===== config.mk =====
export PLATFORM = sky130hd
export DESIGN_NAME = mdu_iter
export DESIGN_NICKNAME = d
export VERILOG_FILES = /design/src/rtl/mdu_pkg.sv /design/src/rtl/mdu_mul_array.sv /design/src/rtl/mdu_div_iter.sv /design/src/rtl/mdu_iter.sv
export SDC_FILE = /design/constraint.sdc
export NUM_CORES = 2
export LEC_CHECK = 0
export BUFFER_PORTS_ARGS = -buffer_cell sky130_fd_sc_hd__buf_2
export CORE_AREA = 2 2 350 352
export DETAILED_ROUTE_END_ITERATION = 12
export DIE_AREA = 0 0 352 354
export GPL_TIMING_DRIVEN = 1
export MAX_ROUTING_LAYER = met4
export SYNTH_ARGS = -nofsm -noshare
export SYNTH_HDL_FRONTEND = slang
export SYNTH_HIERARCHICAL = 1
export SYNTH_SLANG_ARGS = --single-unit

===== constraint.sdc =====
create_clock -name clk -period 9.45 [get_ports clk]
set_input_delay 1.89 -clock clk [delete_from_list [all_inputs] [get_ports clk]]
set_output_delay 1.89 -clock clk [all_outputs]
set_load 0.05 [all_outputs]

===== src/rtl/mdu_pkg.sv =====
package mdu_pkg;

  typedef enum logic [1:0] {
    OP_MULS = 2'd0,
    OP_MULU = 2'd1,
    OP_DIVS = 2'd2,
    OP_DIVU = 2'd3
  } mdu_op_e;

  typedef enum logic [1:0] {
    DV_IDLE = 2'd0,
    DV_RUN  = 2'd1,
    DV_FIX  = 2'd2
  } dv_state_e;

endpackage


===== src/rtl/mdu_mul_array.sv =====
// Signed-capable AW x BW partial-product array; each operand carries an
// extra sign bit selected by its *_sgn input.
module mdu_mul_array #(
  parameter int AW = 32,
  parameter int BW = 16,
  localparam int PW = AW + BW + 2
) (
  input  logic [AW-1:0]        a_i,
  input  logic                 a_sgn_i,
  input  logic [BW-1:0]        b_i,
  input  logic                 b_sgn_i,
  output logic signed [PW-1:0] prod_o
);

  logic signed [AW:0] ax;
  logic signed [BW:0] bx;

  always_comb begin
    ax     = {a_sgn_i & a_i[AW-1], a_i};
    bx     = {b_sgn_i & b_i[BW-1], b_i};
    prod_o = ax * bx;
  end

endmodule


===== src/rtl/mdu_div_iter.sv =====
// Restoring divider on magnitudes with early entry past leading zeros.
module mdu_div_iter
  import mdu_pkg::*;
#(
  parameter int W      = 32,
  parameter int MIN_IT = 9,
  localparam int CW    = $clog2(W + 1)
) (
  input  logic         clk,
  input  logic         rst_n,
  input  logic         start_i,
  input  logic         sgn_i,
  input  logic [W-1:0] a_i,
  input  logic [W-1:0] b_i,
  output logic         busy_o,
  output logic         fin_o,
  output logic [W-1:0] quo_o,
  output logic [W-1:0] rem_o
);

  localparam logic [CW-1:0] W_C   = CW'(W);
  localparam logic [CW-1:0] MIN_C = CW'(MIN_IT);

  dv_state_e   state_q, state_d;
  logic [CW-1:0] cnt_q, cnt_d;
  logic [W-1:0]  quo_q, quo_d, rem_q, rem_d, dvs_q, dvs_d;
  logic          negq_q, negq_d, negr_q, negr_d;
  logic          ld_en;

  logic [W-1:0]  mag_a, mag_b;
  logic [CW-1:0] len_a, iters;
  logic [W+1:0]  diff;
  logic          ge;

  // operand preparation for the load cycle
  always_comb begin
    mag_a = (sgn_i && a_i[W-1]) ? -a_i : a_i;
    mag_b = (sgn_i && b_i[W-1]) ? -b_i : b_i;
    len_a = '0;
    for (int i = 0; i < W; i++) begin
      if (mag_a[i]) len_a = CW'(i + 1);
    end
    iters = (len_a < MIN_C) ? MIN_C : len_a;
  end

  // one restoring step
  always_comb begin
    diff = {1'b0, rem_q, quo_q[W-1]} - {2'b00, dvs_q};
    ge   = ~diff[W+1];
  end

  always_comb begin
    state_d = state_q;
    cnt_d   = cnt_q;
    quo_d   = quo_q;
    rem_d   = rem_q;
    dvs_d   = dvs_q;
    negq_d  = negq_q;
    negr_d  = negr_q;
    ld_en   = 1'b0;
    unique case (state_q)
      DV_IDLE: begin
        if (start_i) begin
          ld_en   = 1'b1;
          state_d = DV_RUN;
          cnt_d   = iters;
          quo_d   = mag_a << (W_C - iters);
          rem_d   = '0;
          dvs_d   = mag_b;
          negq_d  = sgn_i & (a_i[W-1] ^ b_i[W-1]);
          negr_d  = sgn_i & a_i[W-1];
        end
      end
      DV_RUN: begin
        ld_en = 1'b1;
        quo_d = {quo_q[W-2:0], ge};
        rem_d = ge ? diff[W-1:0] : {rem_q[W-2:0], quo_q[W-1]};
        cnt_d = cnt_q - 1'b1;
        if (cnt_q == CW'(1)) state_d = DV_FIX;
      end
      DV_FIX:  state_d = DV_IDLE;
      default: state_d = DV_IDLE;
    endcase
  end

  always_ff @(posedge clk or negedge rst_n) begin
    if (!rst_n) begin
      state_q <= DV_IDLE;
      cnt_q   <= '0;
      quo_q   <= '0;
      rem_q   <= '0;
      dvs_q   <= '0;
      negq_q  <= 1'b0;
      negr_q  <= 1'b0;
    end else begin
      state_q <= state_d;
      if (ld_en) begin
        cnt_q  <= cnt_d;
        quo_q  <= quo_d;
        rem_q  <= rem_d;
        dvs_q  <= dvs_d;
        negq_q <= negq_d;
        negr_q <= negr_d;
      end
    end
  end

  always_comb begin
    busy_o = (state_q != DV_IDLE);
    fin_o  = (state_q == DV_FIX);
    quo_o  = negq_q ? -quo_q : quo_q;
    rem_o  = negr_q ? -rem_q : rem_q;
  end

endmodule


===== src/rtl/mdu_iter.sv =====
module mdu_iter
  import mdu_pkg::*;
#(
  parameter int XLEN         = 32,
  parameter int DIV_MIN_ITER = 9
) (
  input  logic            clk,
  input  logic            rst_n,
  input  logic            start_i,
  input  logic [1:0]      op_i,
  input  logic [XLEN-1:0] opa_i,
  input  logic [XLEN-1:0] opb_i,
  output logic            busy_o,
  output logic            done_o,
  output logic [XLEN-1:0] hi_o,
  output logic [XLEN-1:0] lo_o
);

  localparam int HALF = XLEN / 2;
  localparam int PW   = XLEN + HALF + 2;
  localparam int RW   = 2 * XLEN;

  // second-pass state for wide multiplies
  logic            wide_q, wide_d;
  logic [XLEN-1:0] a_q;
  logic [HALF-1:0] bh_q;
  logic            sgn_q;
  logic [RW-1:0]   acc_q;
  logic            ld_en;

  // result registers
  logic [RW-1:0]   res_q, res_d;
  logic            res_en;
  logic            done_q, done_d;

  logic            accept, is_div, sgn, narrow;
  logic [XLEN-1:0] arr_a;
  logic            arr_a_sgn, arr_b_sgn;
  logic [HALF-1:0] arr_b;
  logic signed [PW-1:0] prod;
  logic [RW-1:0]   prod_ext;

  logic            div_busy, div_fin;
  logic [XLEN-1:0] div_quo, div_rem;

  always_comb begin
    busy_o = wide_q | div_busy;
    accept = start_i & ~busy_o;
    is_div = op_i[1];
    sgn    = ~op_i[0];
    narrow = sgn ? (opb_i[XLEN-1:HALF] == {HALF{opb_i[HALF-1]}})
                 : (opb_i[XLEN-1:HALF] == '0);
    if (wide_q) begin
      arr_a     = a_q;
      arr_a_sgn = sgn_q;
      arr_b     = bh_q;
      arr_b_sgn = sgn_q;
    end else begin
      arr_a     = opa_i;
      arr_a_sgn = sgn;
      arr_b     = opb_i[HALF-1:0];
      arr_b_sgn = sgn & narrow;
    end
  end

  mdu_mul_array #(.AW(XLEN), .BW(HALF)) u_array (
    .a_i     (arr_a),
    .a_sgn_i (arr_a_sgn),
    .b_i     (arr_b),
    .b_sgn_i (arr_b_sgn),
    .prod_o  (prod)
  );

  assign prod_ext = {{(RW - PW){prod[PW-1]}}, prod};

  mdu_div_iter #(.W(XLEN), .MIN_IT(DIV_MIN_ITER)) u_div (
    .clk     (clk),
    .rst_n   (rst_n),
    .start_i (accept & is_div),
    .sgn_i   (sgn),
    .a_i     (opa_i),
    .b_i     (opb_i),
    .busy_o  (div_busy),
    .fin_o   (div_fin),
    .quo_o   (div_quo),
    .rem_o   (div_rem)
  );

  // next-state
  always_comb begin
    wide_d = wide_q;
    ld_en  = 1'b0;
    res_en = 1'b0;
    res_d  = res_q;
    done_d = 1'b0;
    if (wide_q) begin
      res_en = 1'b1;
      res_d  = acc_q + (prod_ext << HALF);
      done_d = 1'b1;
      wide_d = 1'b0;
    end else if (div_fin) begin
      res_en = 1'b1;
      res_d  = {div_rem, div_quo};
      done_d = 1'b1;
    end else if (accept && !is_div) begin
      if (narrow) begin
        res_en = 1'b1;
        res_d  = prod_ext;
        done_d = 1'b1;
      end else begin
        ld_en  = 1'b1;
        wide_d = 1'b1;
      end
    end
  end

  // registers
  always_ff @(posedge clk or negedge rst_n) begin
    if (!rst_n) begin
      wide_q <= 1'b0;
      a_q    <= '0;
      bh_q   <= '0;
      sgn_q  <= 1'b0;
      acc_q  <= '0;
      res_q  <= '0;
      done_q <= 1'b0;
    end else begin
      wide_q <= wide_d;
      done_q <= done_d;
      if (ld_en) begin
        a_q   <= opa_i;
        bh_q  <= opb_i[XLEN-1:HALF];
        sgn_q <= sgn;
        acc_q <= prod_ext;
      end
      if (res_en) res_q <= res_d;
    end
  end

  assign done_o = done_q;
  assign hi_o   = res_q[RW-1:XLEN];
  assign lo_o   = res_q[XLEN-1:0];

endmodule


==> metrics <==
Worst setup EP type=register; final critical path time including I/O delays and setup=9.562 ns; number of hold buffers added after cts=0; later-pin clock latency in the skew report=between 0.6 and 0.7 ns; Setup Total Neg Slack=-0.2206 ns; FILL cells=about 12000; Max stage delay on crit path=between 0.5 and 0.6 ns; routability cong.=0.9484; Placed Instances=around 6900; num rows=128; detailed placer's ending HPWL=between 100000 and 150000 um; largest net degree at the start of global routing=134; final hold violations=0; worst clock skew=about 0.035 ns; first-pass GRT wire length=216100 um; beginning of the worst register-to-register path=wide_q; Least-Margin Pin Slew=roughly 1.0 ns; TritonCTS clock tree=built; Arr. time, crit path=10.06 ns; Area Growth Syn to Fin=20.42%; antenna viol nets, final=0; unrepaired setup endpoints after global routing=true; Worst Path Buf+Inv=5; detailed-route wire length per cell=roughly 20 um; average instance area after synthesis=roughly 8.6 um^2; Final Instance Count excl. Fillers=around 7000; Crit. Startpoint=opb_i[18]; compound-cell area share of the yosys netlist=14.44%; Max Fclk=about 100 MHz; area share of xor/xnor cells in the synthesized design=under 10%; WL final=approximately 140000 um; number of nets produced by synthesis=approximately 5700; post-route fraction of the period consumed by the critical path=101.2%; initial antenna violation count=10; Starting Density=a little over a third; violations in the final reports=negative setup slack; die outline width=around 350 um; number of global-route vias before repair=~36000; core box area=0.1209 mm^2; largest fanout on the critical path=6; setup slack after layout=-0.1117 ns; distinct cell type count of the synthesized netlist=119; beginning of the worst hold path=a_q[31]; I/O pin cnt=135; Detailed Routing Iterations Pass 1=5; overall die height=between 300 and 400 um; startpoint type of the worst setup path=input pin; number of setup violations in the final report=3; final cell area excluding filler cells=0.05058 mm^2; Top cell by count, worst path=fa_1; DIE AREA=~0.12 mm^2; Via density=5.283; Slowest cell on crit path=fa_1; slack of the worst reg-to-reg path=around 0.45 ns; multiplexer area fraction after synthesis=under 10%; share of cells above drive strength 1=21.56%; Max-Slew Margin vs Limit=approximately 31%; Final nets=roughly 6200; Seq/Total Area, Yosys=16.14%; dominant combinational cell family by area after synthesis=adder cells; largest buffer count on any clock path=3; root buf cell=clkbuf_16; number of buffers inserted during clock tree synthesis=39; GRT Overall Usage=about 23%; YS warnings=6; leftover overflow at the end of global routing=0; post-synthesis simple-gate area fraction=between 10% and 20%; Area after DPL=about 0.048 mm^2; count of max-cap constraint violations=0; worst setup path class=in2reg; min-delay worst type=reg2reg; vias=~37000; synthesized-area fraction occupied by adder cells=approximately a third; outcome=finished with violations; gate count after technology mapping=just under 5000; final slew viol count=0; required time at the worst-slack endpoint=9.95 ns; Post-synth ARST share=100.0%; Post-synth top flop=dfrtp_1; DRC viols=0; synthesized area=roughly 0.042 mm^2; register clock-pin slew on the reported worst setup and hold paths=~0.060 ns; Top Family by Delay on Critical Path=adder cells; clock sink total=271; count of buffers inserted at the top-level ports=between 100 and 150; CTS H-tree depth=2; post-synthesis sequential element count=~270; number of synthesized flops with an enable pin=0; detailed router's first-iteration violation count=roughly 2900
[synthesized netlist by cell type (39+ instances only)]
cell type,number,share of area (%)
inv_1,621,5.5
nor3_1,54,0.64
nor2_1,251,2.2
xnor2_1,162,3.4
xor2_1,62,1.3
nand3_1,95,1.1
and3_1,39,0.58
mux2_2,120,3.2
a21oi_1,232,2.8
fa_1,538,26
mux2i_1,101,2.4
and2_1,227,3.4
o21ai_0,209,2.5
dfrtp_1,271,16
clkbuf_1,202,1.8
a21o_1,59,1.1
ha_1,203,6.0
nand2_1,689,6.2
[stage by stage]
step           hold WS [ns]  util, %  setup WS, ns
2_1_floorplan        0.4401        -      -0.07197
3_3_place_gp         0.4512    39.72       -0.8665
3_5_place_dp         0.4565    39.72       -0.8946
4_1_cts              0.4726    41.19       -0.1154
5_1_grt              0.4948    41.83       -0.4041
6_report             0.4687    41.83       -0.1117
[layout by cell type (no fill, tap or decap), types with 39 or more instances in the layout]
cell / count
a21o_1: 59
a21oi_1: 207
and2_1: 227
buf_2: 127
buf_4: 564
clkbuf_16: 39
dfrtp_1: 270
fa_1: 532
ha_1: 190
inv_1: 618
mux2_2: 118
mux2i_1: 99
nand2_1: 681
nand3_1: 93
nor2_1: 237
nor3_1: 51
o21ai_0: 194
xnor2_1: 148
xor2_1: 59
[registers in the layout (all words and copies together) (netlist names), 2 cells and up]
register / count
res_q: 64
bh_q: 16
acc_q: 50
a_q: 32
u_div/quo_q: 32
u_div/rem_q: 32
u_div/cnt_q: 6
u_div/dvs_q: 32
u_div/state_q: 2
[tightest hold or removal path: stages (launching register included)]
cell and delay [ns]:
dfrtp_1 0.33, nand2_1 0.05, nand2_1 0.05
[cell type report]
type	count	area (um^2)	share of cell area, %
inverters	623	2341	4.628
diodes	4	10.01	0.01979
clock buffers	49	1064	2.103
flip-flops and latches	271	6785	13.41
multi-input cells	3695	32690	64.62
repair buffers	723	5390	10.66
clock inverters	20	271.5	0.5368
well taps	1625	2033	4.020
[final timing paths]
check	to	cells past startpoint
worst max-delay path	res_q[60]	34
worst min-delay path	a_q[31]	2
worst max register to register	res_q[60]	29
worst min register to register	a_q[31]	2
max in group asynchronous	wide_q	2
min in group asynchronous	u_div/dvs_q[22]	1
[per-layer routing]
metal  vias up  share of wire, %  global-route usage [%]
li1      17103                 -                       -
met1     18567                45                   31.13
met2      1148                46                   35.43
met3       219               5.4                   2.397
met4         0               3.1                   6.876
met5         -                 0                       -
[what timing repair did]
item,CTS,global route
endpoints found under the setup margin,19,23
pin swaps,40,78
resized for setup,59,141
buffers inserted,17,25
gates cloned,1,0
[logic make-up after synthesis]
group,after synthesis
buffers and inverters,896
DFF,271
AOI/OAI and AO/OA,909
muxes,236
xor gates and xnor gates,230
and+or+nand+nor,1579
adders and majority gates,741
Power is left out: the tool's default activity adds up to more than one toggle a clock period on the data nets, which glitch-free logic cannot reach.
